--- src/rtl/qpad_pkg.sv ---
package qpad_pkg;

    typedef enum logic [1:0] {
        QD_HOLD = 2'd0,
        QD_UP   = 2'd1,
        QD_DOWN = 2'd2
    } qd_dir_e;

    // One decode step from the previous phase pair to the current one.
    // A single phase change is a valid step; zero or two changes hold.
    function automatic qd_dir_e qd_decode(input logic [1:0] prev_ab,
                                          input logic [1:0] cur_ab);
        logic [1:0] diff;
        diff = prev_ab ^ cur_ab;
        if (diff == 2'b01 || diff == 2'b10) begin
            // up when the new A differs from the old B
            return (cur_ab[1] ^ prev_ab[0]) ? QD_UP : QD_DOWN;
        end
        return QD_HOLD;
    endfunction

endpackage

--- src/rtl/qpad_sync.sv ---
module qpad_sync #(
    parameter int         W       = 1,
    parameter int         STAGES  = 2,
    parameter logic [W-1:0] RST_VAL = '0
) (
    input  logic         clk,
    input  logic         rst_n,
    input  logic [W-1:0] async_in,
    output logic [W-1:0] sync_out
);

    logic [W-1:0] stage_q [STAGES];

    always_ff @(posedge clk or negedge rst_n) begin
        if (!rst_n) begin
            for (int i = 0; i < STAGES; i++) stage_q[i] <= RST_VAL;
        end else begin
            stage_q[0] <= async_in;
            for (int i = 1; i < STAGES; i++) stage_q[i] <= stage_q[i-1];
        end
    end

    assign sync_out = stage_q[STAGES-1];

endmodule

--- src/rtl/qpad_axis.sv ---
module qpad_axis
    import qpad_pkg::*;
#(
    parameter int CNT_W = 12
) (
    input  logic             clk,
    input  logic             rst_n,
    input  logic             ph_a,
    input  logic             ph_b,
    input  logic             clr,
    output logic [CNT_W-1:0] count,
    output logic             stepped
);

    typedef struct packed {
        logic [1:0]       ab;
        logic [CNT_W-1:0] cnt;
    } axis_st_t;

    axis_st_t st_d, st_q;
    qd_dir_e  dir;

    always_comb begin
        st_d    = st_q;
        st_d.ab = {ph_a, ph_b};
        dir     = qd_decode(st_q.ab, {ph_a, ph_b});
        unique case (dir)
            QD_UP:   st_d.cnt = st_q.cnt + 1'b1;
            QD_DOWN: st_d.cnt = st_q.cnt - 1'b1;
            default: st_d.cnt = st_q.cnt;
        endcase
        if (clr) st_d.cnt = '0;
        stepped = (dir != QD_HOLD);
    end

    always_ff @(posedge clk or negedge rst_n) begin
        if (!rst_n) st_q <= '0;
        else        st_q <= st_d;
    end

    assign count = st_q.cnt;

    // a clear leaves the counter at zero on the next clock
    assert_clear_zero_R4: assert property (@(posedge clk) disable iff (!rst_n)
        clr |=> (count == '0));

    // without a clear the count moves by at most one per clock
    assert_unit_step_R9: assert property (@(posedge clk) disable iff (!rst_n)
        !clr |=> (count == $past(count) || count == $past(count) + 1'b1 ||
                  count == $past(count) - 1'b1));

endmodule

--- src/rtl/qpad_host.sv ---
module qpad_host #(
    parameter int CNT_W  = 12,
    parameter int DATA_W = 8
) (
    input  logic              clk,
    input  logic              rst_n,
    input  logic              cs_s,
    input  logic              ax_s,
    input  logic              by_s,
    input  logic [CNT_W-1:0]  cnt_x,
    input  logic [CNT_W-1:0]  cnt_y,
    input  logic [3:0]        status,
    input  logic              any_step,
    output logic [DATA_W-1:0] data_out,
    output logic              data_oe,
    output logic              move_flag_n
);

    localparam int HI_W = DATA_W - 4;

    typedef struct packed {
        logic              cs_prev;
        logic              oe;
        logic              chg;
        logic [DATA_W-1:0] snap;
    } host_st_t;

    host_st_t          st_d, st_q;
    logic [CNT_W-1:0]  live;
    logic [DATA_W-1:0] sel_byte;
    logic              cs_fall;

    always_comb begin
        live     = ax_s ? cnt_y : cnt_x;
        sel_byte = by_s ? {status, HI_W'(live >> DATA_W)} : live[DATA_W-1:0];
        cs_fall  = st_q.cs_prev && !cs_s;

        st_d         = st_q;
        st_d.cs_prev = cs_s;
        st_d.oe      = !cs_s;
        if (cs_fall)             st_d.snap = sel_byte;
        if (cs_fall)             st_d.chg  = 1'b0;
        else if (cs_s && any_step) st_d.chg = 1'b1;
    end

    always_ff @(posedge clk or negedge rst_n) begin
        if (!rst_n) begin
            st_q         <= '0;
            st_q.cs_prev <= 1'b1;
        end else begin
            st_q <= st_d;
        end
    end

    assign data_out    = st_q.snap;
    assign data_oe     = st_q.oe;
    assign move_flag_n = !(st_q.chg && st_q.cs_prev);

    // the bus enable follows chip select one clock later
    assert_oe_on_R1: assert property (@(posedge clk) disable iff (!rst_n)
        $fell(cs_s) |=> data_oe);
    assert_oe_off_R1: assert property (@(posedge clk) disable iff (!rst_n)
        $rose(cs_s) |=> !data_oe);

    // the snapshot is stable while the bus stays enabled
    assert_hold_snap_R2: assert property (@(posedge clk) disable iff (!rst_n)
        (data_oe && $past(data_oe)) |-> $stable(data_out));

    // a pending change cannot build up during a read
    assert_no_flag_in_read_R7: assert property (@(posedge clk) disable iff (!rst_n)
        (!cs_s && !st_q.cs_prev) |=> !st_q.chg);

endmodule

--- src/rtl/quad_pointer_port.sv ---
module quad_pointer_port #(
    parameter int CNT_W       = 12,
    parameter int DATA_W      = 8,
    parameter int SYNC_STAGES = 2
) (
    input  logic              clk,
    input  logic              rst_n,
    input  logic              cs_n,
    input  logic              axis_sel,
    input  logic              byte_sel,
    input  logic              clr_x,
    input  logic              clr_y,
    input  logic              x_a,
    input  logic              x_b,
    input  logic              y_a,
    input  logic              y_b,
    input  logic              btn_right_n,
    input  logic              btn_left_n,
    input  logic              btn_mid_n,
    output logic [DATA_W-1:0] data_out,
    output logic              data_oe,
    output logic              move_flag_n,
    output logic              btn_flag_n
);

    localparam int                 N_IN   = 12;
    localparam logic [N_IN-1:0]    IN_RST = 12'b1000_0000_0111;

    logic [N_IN-1:0]  raw_in, syn;
    logic [CNT_W-1:0] cnt_x, cnt_y;
    logic             step_x, step_y;
    logic             cs_s, ax_s, by_s, clrx_s, clry_s;
    logic             xa_s, xb_s, ya_s, yb_s, r_s, l_s, m_s;
    logic             sf;

    assign raw_in = {cs_n, axis_sel, byte_sel, clr_x, clr_y,
                     x_a, x_b, y_a, y_b, btn_right_n, btn_left_n, btn_mid_n};

    qpad_sync #(.W(N_IN), .STAGES(SYNC_STAGES), .RST_VAL(IN_RST)) u_sync (
        .clk(clk), .rst_n(rst_n), .async_in(raw_in), .sync_out(syn)
    );

    assign {cs_s, ax_s, by_s, clrx_s, clry_s,
            xa_s, xb_s, ya_s, yb_s, r_s, l_s, m_s} = syn;

    qpad_axis #(.CNT_W(CNT_W)) u_axis_x (
        .clk(clk), .rst_n(rst_n), .ph_a(xa_s), .ph_b(xb_s), .clr(clrx_s),
        .count(cnt_x), .stepped(step_x)
    );

    qpad_axis #(.CNT_W(CNT_W)) u_axis_y (
        .clk(clk), .rst_n(rst_n), .ph_a(ya_s), .ph_b(yb_s), .clr(clry_s),
        .count(cnt_y), .stepped(step_y)
    );

    assign sf = r_s & l_s & m_s;

    qpad_host #(.CNT_W(CNT_W), .DATA_W(DATA_W)) u_host (
        .clk(clk), .rst_n(rst_n), .cs_s(cs_s), .ax_s(ax_s), .by_s(by_s),
        .cnt_x(cnt_x), .cnt_y(cnt_y), .status({sf, l_s, r_s, m_s}),
        .any_step(step_x | step_y),
        .data_out(data_out), .data_oe(data_oe), .move_flag_n(move_flag_n)
    );

    assign btn_flag_n = sf;

    // the button flag is low only when some synchronised button is low
    assert_btn_flag_R8: assert property (@(posedge clk) disable iff (!rst_n)
        !btn_flag_n |-> (!r_s || !l_s || !m_s));

endmodule

--- config.mk ---
export PLATFORM = sky130hd
export DESIGN_NAME = quad_pointer_port
export DESIGN_NICKNAME = d
export VERILOG_FILES = /design/src/rtl/qpad_pkg.sv /design/src/rtl/qpad_sync.sv /design/src/rtl/qpad_axis.sv /design/src/rtl/qpad_host.sv /design/src/rtl/quad_pointer_port.sv
export SDC_FILE = /design/constraint.sdc
export NUM_CORES = 1
export LEC_CHECK = 0
export ABC_AREA = 0
export BUFFER_PORTS_ARGS = -buffer_cell sky130_fd_sc_hd__buf_4
export CAP_MARGIN = 20
export CORE_MARGIN = 2
export CORE_UTILIZATION = 50
export DETAILED_ROUTE_END_ITERATION = 16
export GPL_ROUTABILITY_DRIVEN = 0
export GPL_TIMING_DRIVEN = 0
export PLACE_DENSITY = 0.71
export SETUP_SLACK_MARGIN = 0.5
export SLEW_MARGIN = 20
export SYNTH_ARGS = -nofsm -noshare
export SYNTH_HDL_FRONTEND = slang
export SYNTH_SLANG_ARGS = --single-unit
--- constraint.sdc ---
create_clock -name clk -period 2.6 [get_ports clk]
set_input_delay 0.26 -clock clk [delete_from_list [all_inputs] [get_ports clk]]
set_output_delay 0.26 -clock clk [all_outputs]
set_load 0.05 [all_outputs]
# After elaboration in Yosys (flattened, before gate mapping)
# Cells that the tools add are included.
# word_totals
ff_bits,63
latchBits,0
ram_bits,0
mem_bits_ro,0
elab_cells,57
n_memories,0
# op_classes
n_addsub,4
multipliers,0
n_div,0
n_lt_le_gt_ge,0
eq_ne,8
shift,0
mux,16
bitwise,7
reduce_logical,12
# op_table
operator,count
one-hot mux 12 bit (2 select lines),2
2-to-1 mux 12 bit,3
adder 12 x 1 -> 12 bit (second input constant),2
subtractor 12 x 1 -> 12 bit (second input constant),2
2-to-1 mux 2 bit,6
equality test 2 x 1 -> 1 bit (second input constant),4
equality test 2 bit (second input constant),4
2-to-1 mux 8 bit,1
nonzero test 2 bit,3
nonzero test 3 bit,2
2-to-1 mux 1 bit,4
bitwise XOR 2 bit,2
logical AND 1 bit,3
AND 1 bit,2
zero test 1 bit,2
logical OR 1 bit,2
bitwise XOR 1 bit,2
OR 1 bit,1

# Longest topological paths before layout
# Gate-level depths: netlist of the first run.
# logic_depth
depth_word,10
ltp_mapped,10
depth_no_buf,9

# Hierarchy
# Synthesis of the first run repeated with hierarchy kept, for this count alone.
# hier_totals
cells_unflattened,345
hier_area_um2,3691.0
# by_module_without_submodules
module,instances,cells_each,area_each_um2,seq_area_each_um2
qpad_axis,2,129,1174.9,350.3
qpad_sync,1,36,700.7,610.6
qpad_host,1,49,628.1,276.5
quad_pointer_port,1,2,12.5,0.0

# Worst setup path before layout of the first run
# No wires, ideal clock.
# synth_path
path_kind,register to register
start,"register u_sync.stage_q, in the netlist u_sync.sync_out[6]"
end,"register u_axis_x.st_q, in the netlist u_axis_x.count[11]"
arrival_ns,2.373
setup_slack_ns,0.103
stages_incl_launch_ff,11
n_path_buf,1
period_less_slack_ns,2.497
path_cell_list,dfrtp_1 > xnor2_1 > and2_1 > buf_6 > ha_1 > a21o_1 > a21oi_1 > a21oi_1 > o21ai_1 > mux2i_1 > mux2_2
# synth_via
elab_chain_len,8
# synth_rtl
element,line,rtl
from (decl),qpad_sync.sv:12,logic [W-1:0] stage_q [STAGES];
bitwise XOR 2 bit,qpad_pkg.sv:14,diff = prev_ab ^ cur_ab;
equality test 2 x 1 -> 1 bit / equality test 2 bit (equally long branches),qpad_pkg.sv:15,if (diff == 2'b01 || diff == 2'b10) begin
logical OR 1 bit,qpad_pkg.sv:15,
2-to-1 mux 1 bit,qpad_pkg.sv:15,
2-to-1 mux 2 bit (*),qpad_pkg.sv:19,return QD_HOLD;
equality test 2 bit / equality test 2 x 1 -> 1 bit (equally long branches),qpad_axis.sv:27,unique case (dir)
one-hot mux 12 bit (2 select lines),qpad_axis.sv:27,
2-to-1 mux 12 bit,qpad_axis.sv:32,if (clr) st_d.cnt = '0;
to (signal assigned),qpad_axis.sv:38,else st_q <= st_d;
to (decl),qpad_axis.sv:20,"axis_st_t st_d, st_q;"
# Mark *: on every way between the ends. The rest lies on a longest branch, timed or not. The select of a mux whose other input is x is not followed.
# A chain may end at the register's enable or synchronous reset.

# Worst setup path in the final report of the first run
# layout_path
start,register u_axis_y.st_q[13] (netlist name)
end,"register u_axis_y.st_q, in the netlist u_axis_y.count[11]"
# layout_via
elab_chain_len,8
# layout_rtl
element,line
from (decl),qpad_axis.sv:20
from (signal assigned),qpad_axis.sv:38
bitwise XOR 2 bit (*),qpad_pkg.sv:14
equality test 2 x 1 -> 1 bit / equality test 2 bit (equally long branches),qpad_pkg.sv:15
logical OR 1 bit (*),qpad_pkg.sv:15
2-to-1 mux 1 bit (*),qpad_pkg.sv:15
2-to-1 mux 2 bit (*),qpad_pkg.sv:19
equality test 2 bit / equality test 2 x 1 -> 1 bit (equally long branches),qpad_axis.sv:27
one-hot mux 12 bit (2 select lines),qpad_axis.sv:27
2-to-1 mux 12 bit,qpad_axis.sv:32
# Mark *: on every way between the ends. The rest lies on a longest branch, timed or not.

==> results of run 1 <==
Yosys cell counts (all sizes together):
master    n  area share [%]
or2       2            0.37
nor2     25             2.9
clkbuf    3            0.33
inv      11             1.2
buf      16             3.8
nand2b    1            0.19
nand4b    1            0.26
xor2      8             2.1
nand4     7             1.3
dfstp     9             7.0
mux2i     6             1.8
o221ai    2            0.52
mux4      4             2.7
a2111oi   4             1.4
ha       20             7.4
o21a      2            0.45
fa        2             1.2
o31ai     2            0.45
a21oi    37             5.5
a21o      9             2.0
nor2b     3            0.56
xnor2     8             2.1
nand2    38             4.4
dfrtp    54              40
a31oi     4             1.1
a211o     2            0.52
mux2      6             2.0
a211oi    6             1.9
and2      4            0.74
o21ai    14             2.1
nor3      7             1.2
and3      1            0.19
per-stage QoR:
stage                     setup slack [ns]  power (W)  hold slack (ns)  util, %  cells
after detailed placement            0.0313    0.00209            0.337     58.9    419
after global routing                0.0524    0.00332          0.00163     74.0    487
final                                0.129    0.00316           0.0111     74.0    487
after CTS                            0.126    0.00305        0.0000647     70.0    474
after floorplan                      0.291    0.00187          -0.0356        -    318
after global placement              0.0628    0.00207            0.332     58.9    419
cell families after synthesis:
group	after synthesis
compound gates	82
simple gates	89
buf+inv	30
xor+xnor	16
mux	16
flops	63
fa+ha+maj	22
repair_timing:
action                     4_1_cts  5_1_grt
hold endpoints to repair        22        1
setup endpoints to repair       16       18
gates resized for setup         32       33
cloned                           2        0
hold buffers                    11        1
buffers inserted                26       12
pin swaps                       32       43
cell type report:
cell class / instances / area (µm²) / area share (%)
multi-input combinational: 225 / 2040 / 42.8
sequential: 63 / 1590 / 33.4
timing repair buffer: 76 / 667 / 14.0
buffer: 19 / 148 / 3.11
clock buffer: 9 / 124 / 2.61
tap: 77 / 96.3 / 2.03
clock inverter: 7 / 55.1 / 1.16
inverter: 11 / 41.3 / 0.868
power by group:
group / total [W] / internal, W / switching, W
clock: 0.000776 / 0.000354 / 0.000422
sequential: 0.00120 / 0.00109 / 0.000114
combinational: 0.00118 / 0.000571 / 0.000606
total: 0.00316 / 0.00202 / 0.00114
worst max-delay path, delay by kind of cell, from the launching register on:
kind / cells / cell delay [ns]
XOR/XNOR: 1 / 0.18
AND/OR/NAND/NOR: 1 / 0.15
adder cells (fa/ha/maj): 1 / 0.15
flip-flops: 1 / 0.40
AO/OA/AOI/OAI: 4 / 0.63
multiplexers: 2 / 0.59
buffers and inverters: 2 / 0.26
per-layer routing:
metal | track usage (%) | share of wire, % | routed length [µm] | vias up
met1 | 27.8 | 43 | 3440 | 1298
met5 | 0 | 0 | 0 | -
met3 | 6.54 | 4.6 | 369 | 16
met4 | 7.65 | 2.0 | 163 | 0
met2 | 37.1 | 50 | 4030 | 68
li1 | - | - | - | 1287
registers in the layout, summed over array words and instances, names as in the netlist:
| register | cells |
|---|---|
| u_host.data_out | 8 |
| u_sync.stage_q | 12 |
| u_axis_x.st_q | 2 |
| u_host.st_q | 2 |
| u_sync.sync_out | 12 |
| u_axis_y.st_q | 2 |
| u_host.data_oe | 1 |
| u_axis_y.count | 12 |
| u_axis_x.count | 12 |
placed cells by master, fill, tap and decap left out, types with 11 or more instances in the layout:
cell,netlist,final
sky130_fd_sc_hd__nor2_1,23,22
sky130_fd_sc_hd__dlygate4sd3_1,0,12
sky130_fd_sc_hd__a21oi_1,37,22
sky130_fd_sc_hd__inv_1,11,11
sky130_fd_sc_hd__ha_4,0,11
sky130_fd_sc_hd__dfrtp_1,54,54
sky130_fd_sc_hd__a21oi_2,0,12
sky130_fd_sc_hd__nand2_1,36,34
sky130_fd_sc_hd__buf_4,10,65
how the worst min path moves through the flow:
stage,cells after the start,end
floorplan,0,u_axis_x.count[0]$_DFFE_PN0P_
global placement,0,u_sync.sync_out[8]$_DFF_PN0_
detailed placement,0,u_sync.sync_out[7]$_DFF_PN0_
CTS,1,u_sync.stage_q[23]$_DFF_PN1_
global route,1,u_sync.stage_q[23]$_DFF_PN1_
finish,1,u_sync.stage_q[23]$_DFF_PN1_
==> summary.txt, run 1 <==
Final layout
  • Layout overhead on the synthesized area: 41.4%
  • Final nets: 441
  • Share of post-route cells with drive strength above 1: 45.4%
  • FILL cells: 427
  • Number of inserted diodes: 0
  • Post-route cell area: 4750 µm²

Worst setup path
  • Worst reg-to-reg setup slack: 0.13 ns
  • Critical Path Source: u_axis_y.st_q[13]$_DFF_PN0_
  • Critical setup path kind: reg -> reg
  • R2R cell count: 11
  • Highest-delay cell along the critical path: sky130_fd_sc_hd__dfrtp_1
  • Worst endpoint data arrival time: 2.71 ns
  • Endpoint of the most critical register-to-register path: u_axis_y.count[11]$_DFFE_PN0P_
  • Data required time of the worst path: 2.84 ns
  • Category of the worst setup path capture point: flop
  • Critical register-to-register path startpoint: u_axis_y.st_q[13]$_DFF_PN0_
  • Maximum fanout encountered on the critical timing path: 6
  • CP Cell Sequence: xor2_2, and2_4, buf_8, buf_6, ha_4, a21o_1, a21oi_2, a21oi_2, o21ai_2, mux2i_1, mux2_1
  • Nature of the critical path startpoint: flop
  • Last element of the critical path: u_axis_y.count[11]$_DFFE_PN0P_
  • CP dominant cell by count: sky130_fd_sc_hd__a21oi_2
  • Critical path's largest stage delay: 0.40 ns

Die
  • IO Count: 25
  • Placement row count: 29
  • Die Area: 7400 µm²
  • Die Span X: 86.0 µm
  • Chip Height: 86.0 µm
  • Initial standard-cell utilization of the core: 52.4%
  • Core Area: 6420 µm²

Synth
  • Total number of yosys warnings: 0
  • Number of storage elements in the synthesis netlist: 63
  • Largest family of logic cells by synthesized area: compound AO/OA/AOI/OAI gates
  • Post-synthesis cell type count: 44
  • Parity-gate share of the synthesized area counting xor and xnor cells: 4.17%
  • Post-synthesis cell count: 318
  • Net count of the mapped netlist: 354
  • Synth Area in Adders: 8.63%
  • Share of synthesized cell area in and, or, nand and nor gates: 12.1%
  • Synthesized-area fraction occupied by ao, oa, aoi and oai cells: 16.0%
  • Synthesized area per cell: 10.6 µm²
  • Proportion of synthesized area in mux cells: 6.47%
  • Sequential cell area fraction in the yosys report: 47.2%
  • Cell area after synthesis: 3360 µm²

Global route
  • Maximum number of pins on one net before global-route repair: 64
  • Total congestion overflow after global routing: 0
  • Number of global-route vias before repair: 2588
  • GRT Overall Usage: 22.3%
  • Wire length of the first global-routing pass: 12500 µm
  • Number of antenna violations at the first check in global routing: 0

Timing
  • Fin. Hold Viols: 0
  • Final cycle utilization of the critical path: 95.0%
  • Worst-Margin Slew: 0.753 ns
  • RSZ-0062 raised after global routing: yes
  • Highest clock rate: 405 MHz
  • Worst slew margin relative to its limit: 49.8%
  • Setup TNS: 0 ns
  • Final setup violation count: 0
  • Worst clock skew: 0.00771 ns
  • Clock period minus worst slack: 2.47 ns
  • Number of pins exceeding their max-slew limit in the final report: 0

Detailed routing
  • Routed wire per std cell: 16.4 µm
  • TritonRoute pass-1 iters: 4
  • Post-detailed-route via-to-cell ratio: 5.48
  • Starting DRT DRC Count: 170
  • ANT nets after route: 0
  • Vias post-DR: 2669
  • Number of remaining DRC errors: 0
  • DRT Wirelength: 8000 µm

Place
  • Instance area after placement: 3780 µm²
  • Number of I/O port buffers: 24
  • Hpwl dp: 4960 µm

CTS
  • Clock root buffer master: sky130_fd_sc_hd__clkbuf_8
  • Max Root-Sink Buffers: 2
  • Insertion delay of the later-clocked pin in the worst-skew pair: 0.36 ns
  • TritonCTS clock tree: built
  • Htree depth: 3
  • # clock sinks: 63
  • Clock buffer count from CTS: 9
  • Clock-pin slew reported for the worst setup and hold paths after clock tree synthesis: 0.07 ns

Pwr
  • Pwr dens: 664 nW/µm²
  • LEAKAGE: 2.10 nW
  • Peak supply drop: 0.422 mV

Min path
  • Hold Crit Start: cs_n
  • Worst hold path class: in -> reg

Run status
  • Status: completed

Flow run
  • Max-cap viol count: 0
Note: power is estimated with default switching activity, not from simulation.
==> inputs of run 2 (changes only) <==
--- a/config.mk
+++ b/config.mk
@@ -8,12 +8,14 @@
 export ABC_AREA = 0
 export BUFFER_PORTS_ARGS = -buffer_cell sky130_fd_sc_hd__buf_4
 export CAP_MARGIN = 20
+export CELL_PAD_IN_SITES_DETAIL_PLACEMENT = 0
+export CELL_PAD_IN_SITES_GLOBAL_PLACEMENT = 1
 export CORE_MARGIN = 2
-export CORE_UTILIZATION = 50
+export CORE_UTILIZATION = 43
 export DETAILED_ROUTE_END_ITERATION = 16
 export GPL_ROUTABILITY_DRIVEN = 0
 export GPL_TIMING_DRIVEN = 0
-export PLACE_DENSITY = 0.71
+export PLACE_DENSITY = 0.76
 export SETUP_SLACK_MARGIN = 0.5
 export SLEW_MARGIN = 20
 export SYNTH_ARGS = -nofsm -noshare
==> constraint.sdc (replaced) <==
create_clock -name clk -period 2.6 [get_ports clk]
set_input_delay 0.26 -clock clk [delete_from_list [all_inputs] [get_ports clk]]
set_output_delay 0.26 -clock clk [all_outputs]
set_load 0.01 [all_outputs]
==> summary.txt, run 2 (same netlist as run 1, synthesis figures left out) <==
Run status
  • Status: complete, but fails checks
  • Violations in the final reports: negative hold slack

Timing
  • Worst-Margin Slew: 0.797 ns
  • RSZ-0062 raised after global routing: yes
  • Clock period minus worst slack: 2.47 ns
  • Number of pins exceeding their max-slew limit in the final report: 0
  • Worst slew margin relative to its limit: 46.9%
  • Final setup violation count: 0
  • Highest clock rate: 405 MHz
  • Setup TNS: 0 ns
  • Fin. Hold Viols: 3
  • Final cycle utilization of the critical path: 95.0%
  • Worst clock skew: 0.00632 ns
  • Hold WS: -0.00379 ns

Final layout
  • Non-filler cells, final: 499
  • Register area: 1590 µm²
  • Multi-input logic area: 2100 µm²
  • Layout overhead on the synthesized area: 42.5%
  • Post-route cell area: 4790 µm²
  • Top library cells by usage in the layout, fill and taps aside: sky130_fd_sc_hd__buf_4 (60), sky130_fd_sc_hd__dfrtp_1 (54), sky130_fd_sc_hd__nand2_1 (34)
  • FILL cells: 610
  • Number of inserted diodes: 0
  • Most common cell after layout, fill and taps aside: sky130_fd_sc_hd__buf_4
  • Share of post-route cells with drive strength above 1: 47.4%
  • Final nets: 428

Detailed routing
  • Vias post-DR: 2584
  • TritonRoute pass-1 iters: 4
  • Starting DRT DRC Count: 92
  • DRT Wirelength: 8030 µm
  • Number of remaining DRC errors: 0
  • Routed wire per std cell: 16.1 µm
  • ANT nets after route: 0
  • Post-detailed-route via-to-cell ratio: 5.18

CTS
  • Clock-pin slew reported for the worst setup and hold paths after clock tree synthesis: 0.07 ns
  • Htree depth: 3
  • Max Root-Sink Buffers: 2
  • Clock buffer count from CTS: 9
  • Clock root buffer master: sky130_fd_sc_hd__clkbuf_8
  • Insertion delay of the later-clocked pin in the worst-skew pair: 0.34 ns
  • # clock sinks: 63
  • TritonCTS clock tree: built

Die
  • Die Area: 8550 µm²
  • IO Count: 25
  • Initial standard-cell utilization of the core: 44.0%
  • Core Area: 7650 µm²
  • Placement row count: 32
  • Die Span X: 92.4 µm
  • Chip Height: 92.4 µm

Global route
  • Wire length of the first global-routing pass: 12600 µm
  • Number of antenna violations at the first check in global routing: 0
  • Number of global-route vias before repair: 2584
  • Total congestion overflow after global routing: 0
  • GRT Overall Usage: 19.1%
  • Maximum number of pins on one net before global-route repair: 64

Place
  • Instance area after placement: 3820 µm²
  • Cell total after placement: 444
  • Hpwl dp: 4930 µm
  • Number of I/O port buffers: 24

Pwr
  • Sequential share of power: 36.8%
  • LEAKAGE: 2.08 nW
  • Switching fraction of total power: 31.7%
  • Internal power contribution: 0.00224 W
  • Peak supply drop: 0.408 mV
  • Total power draw: 0.00328 W
  • Proportion of power drawn by the clock network: 29.1%
  • Relative contribution of combinational cells to total power: 34.1%
  • Pwr dens: 684 nW/µm²
  • NetSw: 0.00104 W

Worst setup path
  • Critical register-to-register path startpoint: u_axis_y.st_q[13]$_DFF_PN0_
  • Category of the worst setup path capture point: flop
  • Maximum fanout encountered on the critical timing path: 6
  • R2R cell count: 12
  • Data required time of the worst path: 2.83 ns
  • Critical setup path kind: reg -> reg
  • Endpoint of the most critical register-to-register path: u_axis_y.count[11]$_DFFE_PN0P_
  • Nature of the critical path startpoint: flop
  • Worst endpoint data arrival time: 2.70 ns
  • Worst reg-to-reg setup slack: 0.13 ns

Flow run
  • Max-cap viol count: 0

Min path
  • Worst hold path class: in -> async
==> run 2: cell types whose count changed in the layout (fill, tap and decap cells not counted), moves of 3 or more <==
cell                            delta
sky130_fd_sc_hd__dlygate4sd3_1    -11
sky130_fd_sc_hd__buf_4             -5
sky130_fd_sc_hd__a21oi_2           +3
sky130_fd_sc_hd__inv_6             -3
sky130_fd_sc_hd__nor2_4            +3
==> run 2: worst max-delay path by stage <==
stage | startpoint | slack [ns] | end | cells past startpoint
CTS | u_sync.sync_out[6]$_DFF_PN0_ | 0.10 | u_axis_x.count[11]$_DFFE_PN0P_ | 10
finish | u_axis_y.st_q[13]$_DFF_PN0_ | 0.13 | u_axis_y.count[11]$_DFFE_PN0P_ | 12
global route | u_axis_y.st_q[13]$_DFF_PN0_ | 0.01 | u_axis_y.count[11]$_DFFE_PN0P_ | 12
global placement | u_axis_x.st_q[12]$_DFF_PN0_ | 0.05 | u_axis_x.count[11]$_DFFE_PN0P_ | 10
detailed placement | u_axis_y.st_q[13]$_DFF_PN0_ | 0.007 | u_axis_y.count[11]$_DFFE_PN0P_ | 10
floorplan | u_axis_x.st_q[12]$_DFF_PN0_ | 0.29 | u_axis_x.count[11]$_DFFE_PN0P_ | 10
==> run 2: final cells by class <==
class	count	area share [%]
Inverter	11	0.861
Multi-Input combinational cell	225	43.9
Tap cell	102	2.66
Sequential cell	63	33.1
Clock inverter	5	1.70
Clock buffer	11	2.95
Buffer	19	3.34
Timing Repair Buffer	63	11.5
==> run 2: per-stage QoR <==
step,util [%],setup slack [ns],hold slack [ns]
after floorplan,-,0.291,-0.0356
final,62.7,0.131,-0.00379
after CTS,58.3,0.100,0.00881
after global placement,49.9,0.0474,0.332
after detailed placement,49.9,0.00730,0.335
after global routing,62.7,0.0128,0.00229
==> run 2: what timing repair did <==
action                                 in CTS  in global routing
gates cloned                                1                  1
buffers inserted                           24                 12
hold buffers                                0                  1
endpoints found under the hold margin       0                  1
setup endpoints to repair                  16                 21
gates resized for setup                    39                 43
pin swaps                                  41                 41
==> run 2: power groups by stage <==
stage / Sequential (W) / Clock [W] / Combinational [W]
3_5_place_dp: 0.00121 / 0 / 0.000798
3_3_place_gp: 0.00121 / 0 / 0.000785
4_1_cts: 0.00121 / 0.000976 / 0.000958
2_1_floorplan: 0.00118 / 0 / 0.000616
5_1_grt: 0.00122 / 0.00101 / 0.00121
6_report: 0.00121 / 0.000953 / 0.00112
==> run 2: critical path, stage by stage (launching register included) <==
cell	delay, ns
sky130_fd_sc_hd__dfrtp_1	0.40
sky130_fd_sc_hd__xor2_2	0.18
sky130_fd_sc_hd__and2_4	0.15
sky130_fd_sc_hd__buf_8	0.14
sky130_fd_sc_hd__buf_8	0.15
sky130_fd_sc_hd__buf_6	0.13
sky130_fd_sc_hd__buf_6	0.12
sky130_fd_sc_hd__ha_4	0.25
sky130_fd_sc_hd__a21oi_2	0.18
sky130_fd_sc_hd__nor3_2	0.05
sky130_fd_sc_hd__a21oi_1	0.17
sky130_fd_sc_hd__mux2i_1	0.12
sky130_fd_sc_hd__mux2_1	0.31
==> run 2: layer usage <==
| layer | wire (µm) | up-vias | track usage (%) |
|---|---|---|---|
| met5 | 0 | - | 0 |
| met4 | 128 | 0 | 7.21 |
| met3 | 280 | 12 | 4.72 |
| met2 | 4080 | 47 | 31.9 |
| met1 | 3540 | 1256 | 23.9 |
| li1 | - | 1269 | - |
==> inputs of run 3 (changes only) <==
--- a/config.mk
+++ b/config.mk
@@ -12,10 +12,11 @@
 export CELL_PAD_IN_SITES_GLOBAL_PLACEMENT = 1
 export CORE_MARGIN = 2
 export CORE_UTILIZATION = 43
+export CTS_CLUSTER_SIZE = 24
 export DETAILED_ROUTE_END_ITERATION = 16
 export GPL_ROUTABILITY_DRIVEN = 0
 export GPL_TIMING_DRIVEN = 0
-export PLACE_DENSITY = 0.76
+export PLACE_DENSITY = 0.86
 export SETUP_SLACK_MARGIN = 0.5
 export SLEW_MARGIN = 20
 export SYNTH_ARGS = -nofsm -noshare
==> summary.txt, run 3 (same netlist as run 1, synthesis figures left out) <==
Place
  • Hpwl dp: 4800 µm
  • Cell total after placement: 444
  • Number of I/O port buffers: 24

Die
  • Initial standard-cell utilization of the core: 44.0%
  • IO Count: 25
  • Die Span X: 92.4 µm
  • Die Area: 8550 µm²
  • Core Area: 7650 µm²
  • Placement row count: 32
  • Chip Height: 92.4 µm

Global route
  • Maximum number of pins on one net before global-route repair: 64
  • Number of antenna violations at the first check in global routing: 0
  • GRT Overall Usage: 19.0%
  • Number of global-route vias before repair: 2634
  • Total congestion overflow after global routing: 0
  • Wire length of the first global-routing pass: 12500 µm

Worst setup path
  • Maximum fanout encountered on the critical timing path: 8
  • Data required time of the worst path: 2.83 ns
  • R2R cell count: 10
  • Highest-delay cell along the critical path: sky130_fd_sc_hd__dfrtp_1
  • Critical register-to-register path startpoint: u_sync.sync_out[6]$_DFF_PN0_
  • CP dominant cell by count: sky130_fd_sc_hd__a21oi_2
  • Worst reg-to-reg setup slack: 0.10 ns
  • Critical path's largest stage delay: 0.41 ns
  • Worst path bufs/invs: 1
  • Critical Path Source: u_sync.sync_out[6]$_DFF_PN0_
  • Largest delay share family, worst path: multiplexers
  • Worst endpoint data arrival time: 2.73 ns
  • Critical setup path kind: reg -> reg
  • Nature of the critical path startpoint: flop
  • Endpoint of the most critical register-to-register path: u_axis_x.count[11]$_DFFE_PN0P_
  • Category of the worst setup path capture point: flop
  • CP Cell Sequence: xnor2_2, and2_4, buf_12, ha_4, a21o_1, a21oi_2, a21oi_2, o21ai_2, mux2i_1, mux2_2

Detailed routing
  • ANT nets after route: 0
  • Starting DRT DRC Count: 94
  • Number of remaining DRC errors: 0
  • Routed wire per std cell: 15.3 µm
  • Post-detailed-route via-to-cell ratio: 5.24
  • TritonRoute pass-1 iters: 4
  • Vias post-DR: 2597
  • DRT Wirelength: 7600 µm

CTS
  • Insertion delay of the later-clocked pin in the worst-skew pair: 0.34 ns
  • # clock sinks: 63
  • TritonCTS clock tree: built
  • Htree depth: 3
  • Clock buffer count from CTS: 9
  • Clock root buffer master: sky130_fd_sc_hd__clkbuf_8
  • Max Root-Sink Buffers: 2
  • Clock-pin slew reported for the worst setup and hold paths after clock tree synthesis: 0.07 ns

Timing
  • Setup TNS: 0 ns
  • Hold WS: -0.00400 ns
  • Clock period minus worst slack: 2.50 ns
  • Fin. Hold Viols: 4
  • Worst slew margin relative to its limit: 48.3%
  • Worst-Margin Slew: 0.775 ns
  • Number of pins exceeding their max-slew limit in the final report: 0
  • Final cycle utilization of the critical path: 96.1%
  • Worst clock skew: 0.00974 ns
  • RSZ-0062 raised after global routing: yes
  • Final setup violation count: 0
  • Highest clock rate: 400 MHz

Pwr
  • Pwr dens: 696 nW/µm²
  • LEAKAGE: 2.05 nW
  • Peak supply drop: 0.382 mV
  • Total power draw: 0.00318 W

Final layout
  • Multi-input logic area: 1930 µm²
  • FILL cells: 619
  • Layout overhead on the synthesized area: 35.9%
  • Most common cell after layout, fill and taps aside: sky130_fd_sc_hd__buf_4
  • Register area: 1590 µm²
  • Non-filler cells, final: 496
  • Final nets: 425
  • Number of inserted diodes: 0
  • Top library cells by usage in the layout, fill and taps aside: sky130_fd_sc_hd__buf_4 (65), sky130_fd_sc_hd__dfrtp_1 (54), sky130_fd_sc_hd__nand2_1 (35)
  • Share of post-route cells with drive strength above 1: 42.4%

Run status
  • Status: complete, but fails checks
  • Violations in the final reports: negative hold slack

Min path
  • Worst hold path class: in -> async

Flow run
  • Max-cap viol count: 0
[run 3: changes by cell type in the layout (fill, tap and decap cells not counted), moves of 3 or more]
cell                      change
sky130_fd_sc_hd__a21oi_2      -5
sky130_fd_sc_hd__ha_4         -5
sky130_fd_sc_hd__ha_1         +4
sky130_fd_sc_hd__a21oi_1      +5
sky130_fd_sc_hd__nor2_4       -3
sky130_fd_sc_hd__buf_6        -6
sky130_fd_sc_hd__buf_4        +5
[run 3: per-layer routing]
layer | GRT usage, % | vias up | wire, µm
met5 | 0 | - | 0
met4 | 5.60 | 0 | 116
met3 | 5.70 | 8 | 307
met2 | 32.7 | 52 | 3910
met1 | 23.1 | 1279 | 3270
li1 | - | 1258 | -
[run 3: repair_timing]
item / 4_1_cts / 5_1_grt
hold buffers: 0 / 1
resized for setup: 29 / 14
endpoints found under the setup margin: 16 / 17
setup buffers: 25 / 8
cloned: 2 / 0
pin swaps: 26 / 23
hold endpoints to repair: 0 / 1
[run 3: final cells by class]
type	instances	area share (%)
multi-input cells	225	42.2
well taps	102	2.79
repair buffers	60	10.9
flip-flops and latches	63	34.7
clock inverters	3	1.42
inverters	11	0.903
clock buffers	13	3.69
plain buffers	19	3.34
[run 3: worst max path at each step]
stage	depth (start not counted)	endpoint
finish	10	u_axis_x.count[11]$_DFFE_PN0P_
global route	10	u_axis_x.count[11]$_DFFE_PN0P_
CTS	10	u_axis_x.count[11]$_DFFE_PN0P_
detailed placement	10	u_axis_y.count[11]$_DFFE_PN0P_
global placement	10	u_axis_y.count[11]$_DFFE_PN0P_
floorplan	10	u_axis_x.count[11]$_DFFE_PN0P_
[run 3: where the power goes]
group / leakage (nW) / switching [W] / total [W] / internal (W)
combinational: 1.15 / 0.000485 / 0.000994 / 0.000509
sequential: 0.778 / 0.000107 / 0.00120 / 0.00109
clock: 0.120 / 0.000369 / 0.000987 / 0.000617
[run 3: through the flow]
stage	hold slack (ns)	utilization [%]	setup slack [ns]	area, µm²
after floorplan	-0.0356	-	0.291	3510
after global placement	0.332	49.9	0.0419	3820
after detailed placement	0.336	49.9	0.00807	3820
after CTS	0.00322	58.1	0.119	4440
after global routing	0.00148	59.8	0.0249	4570
final	-0.00400	59.8	0.101	4570
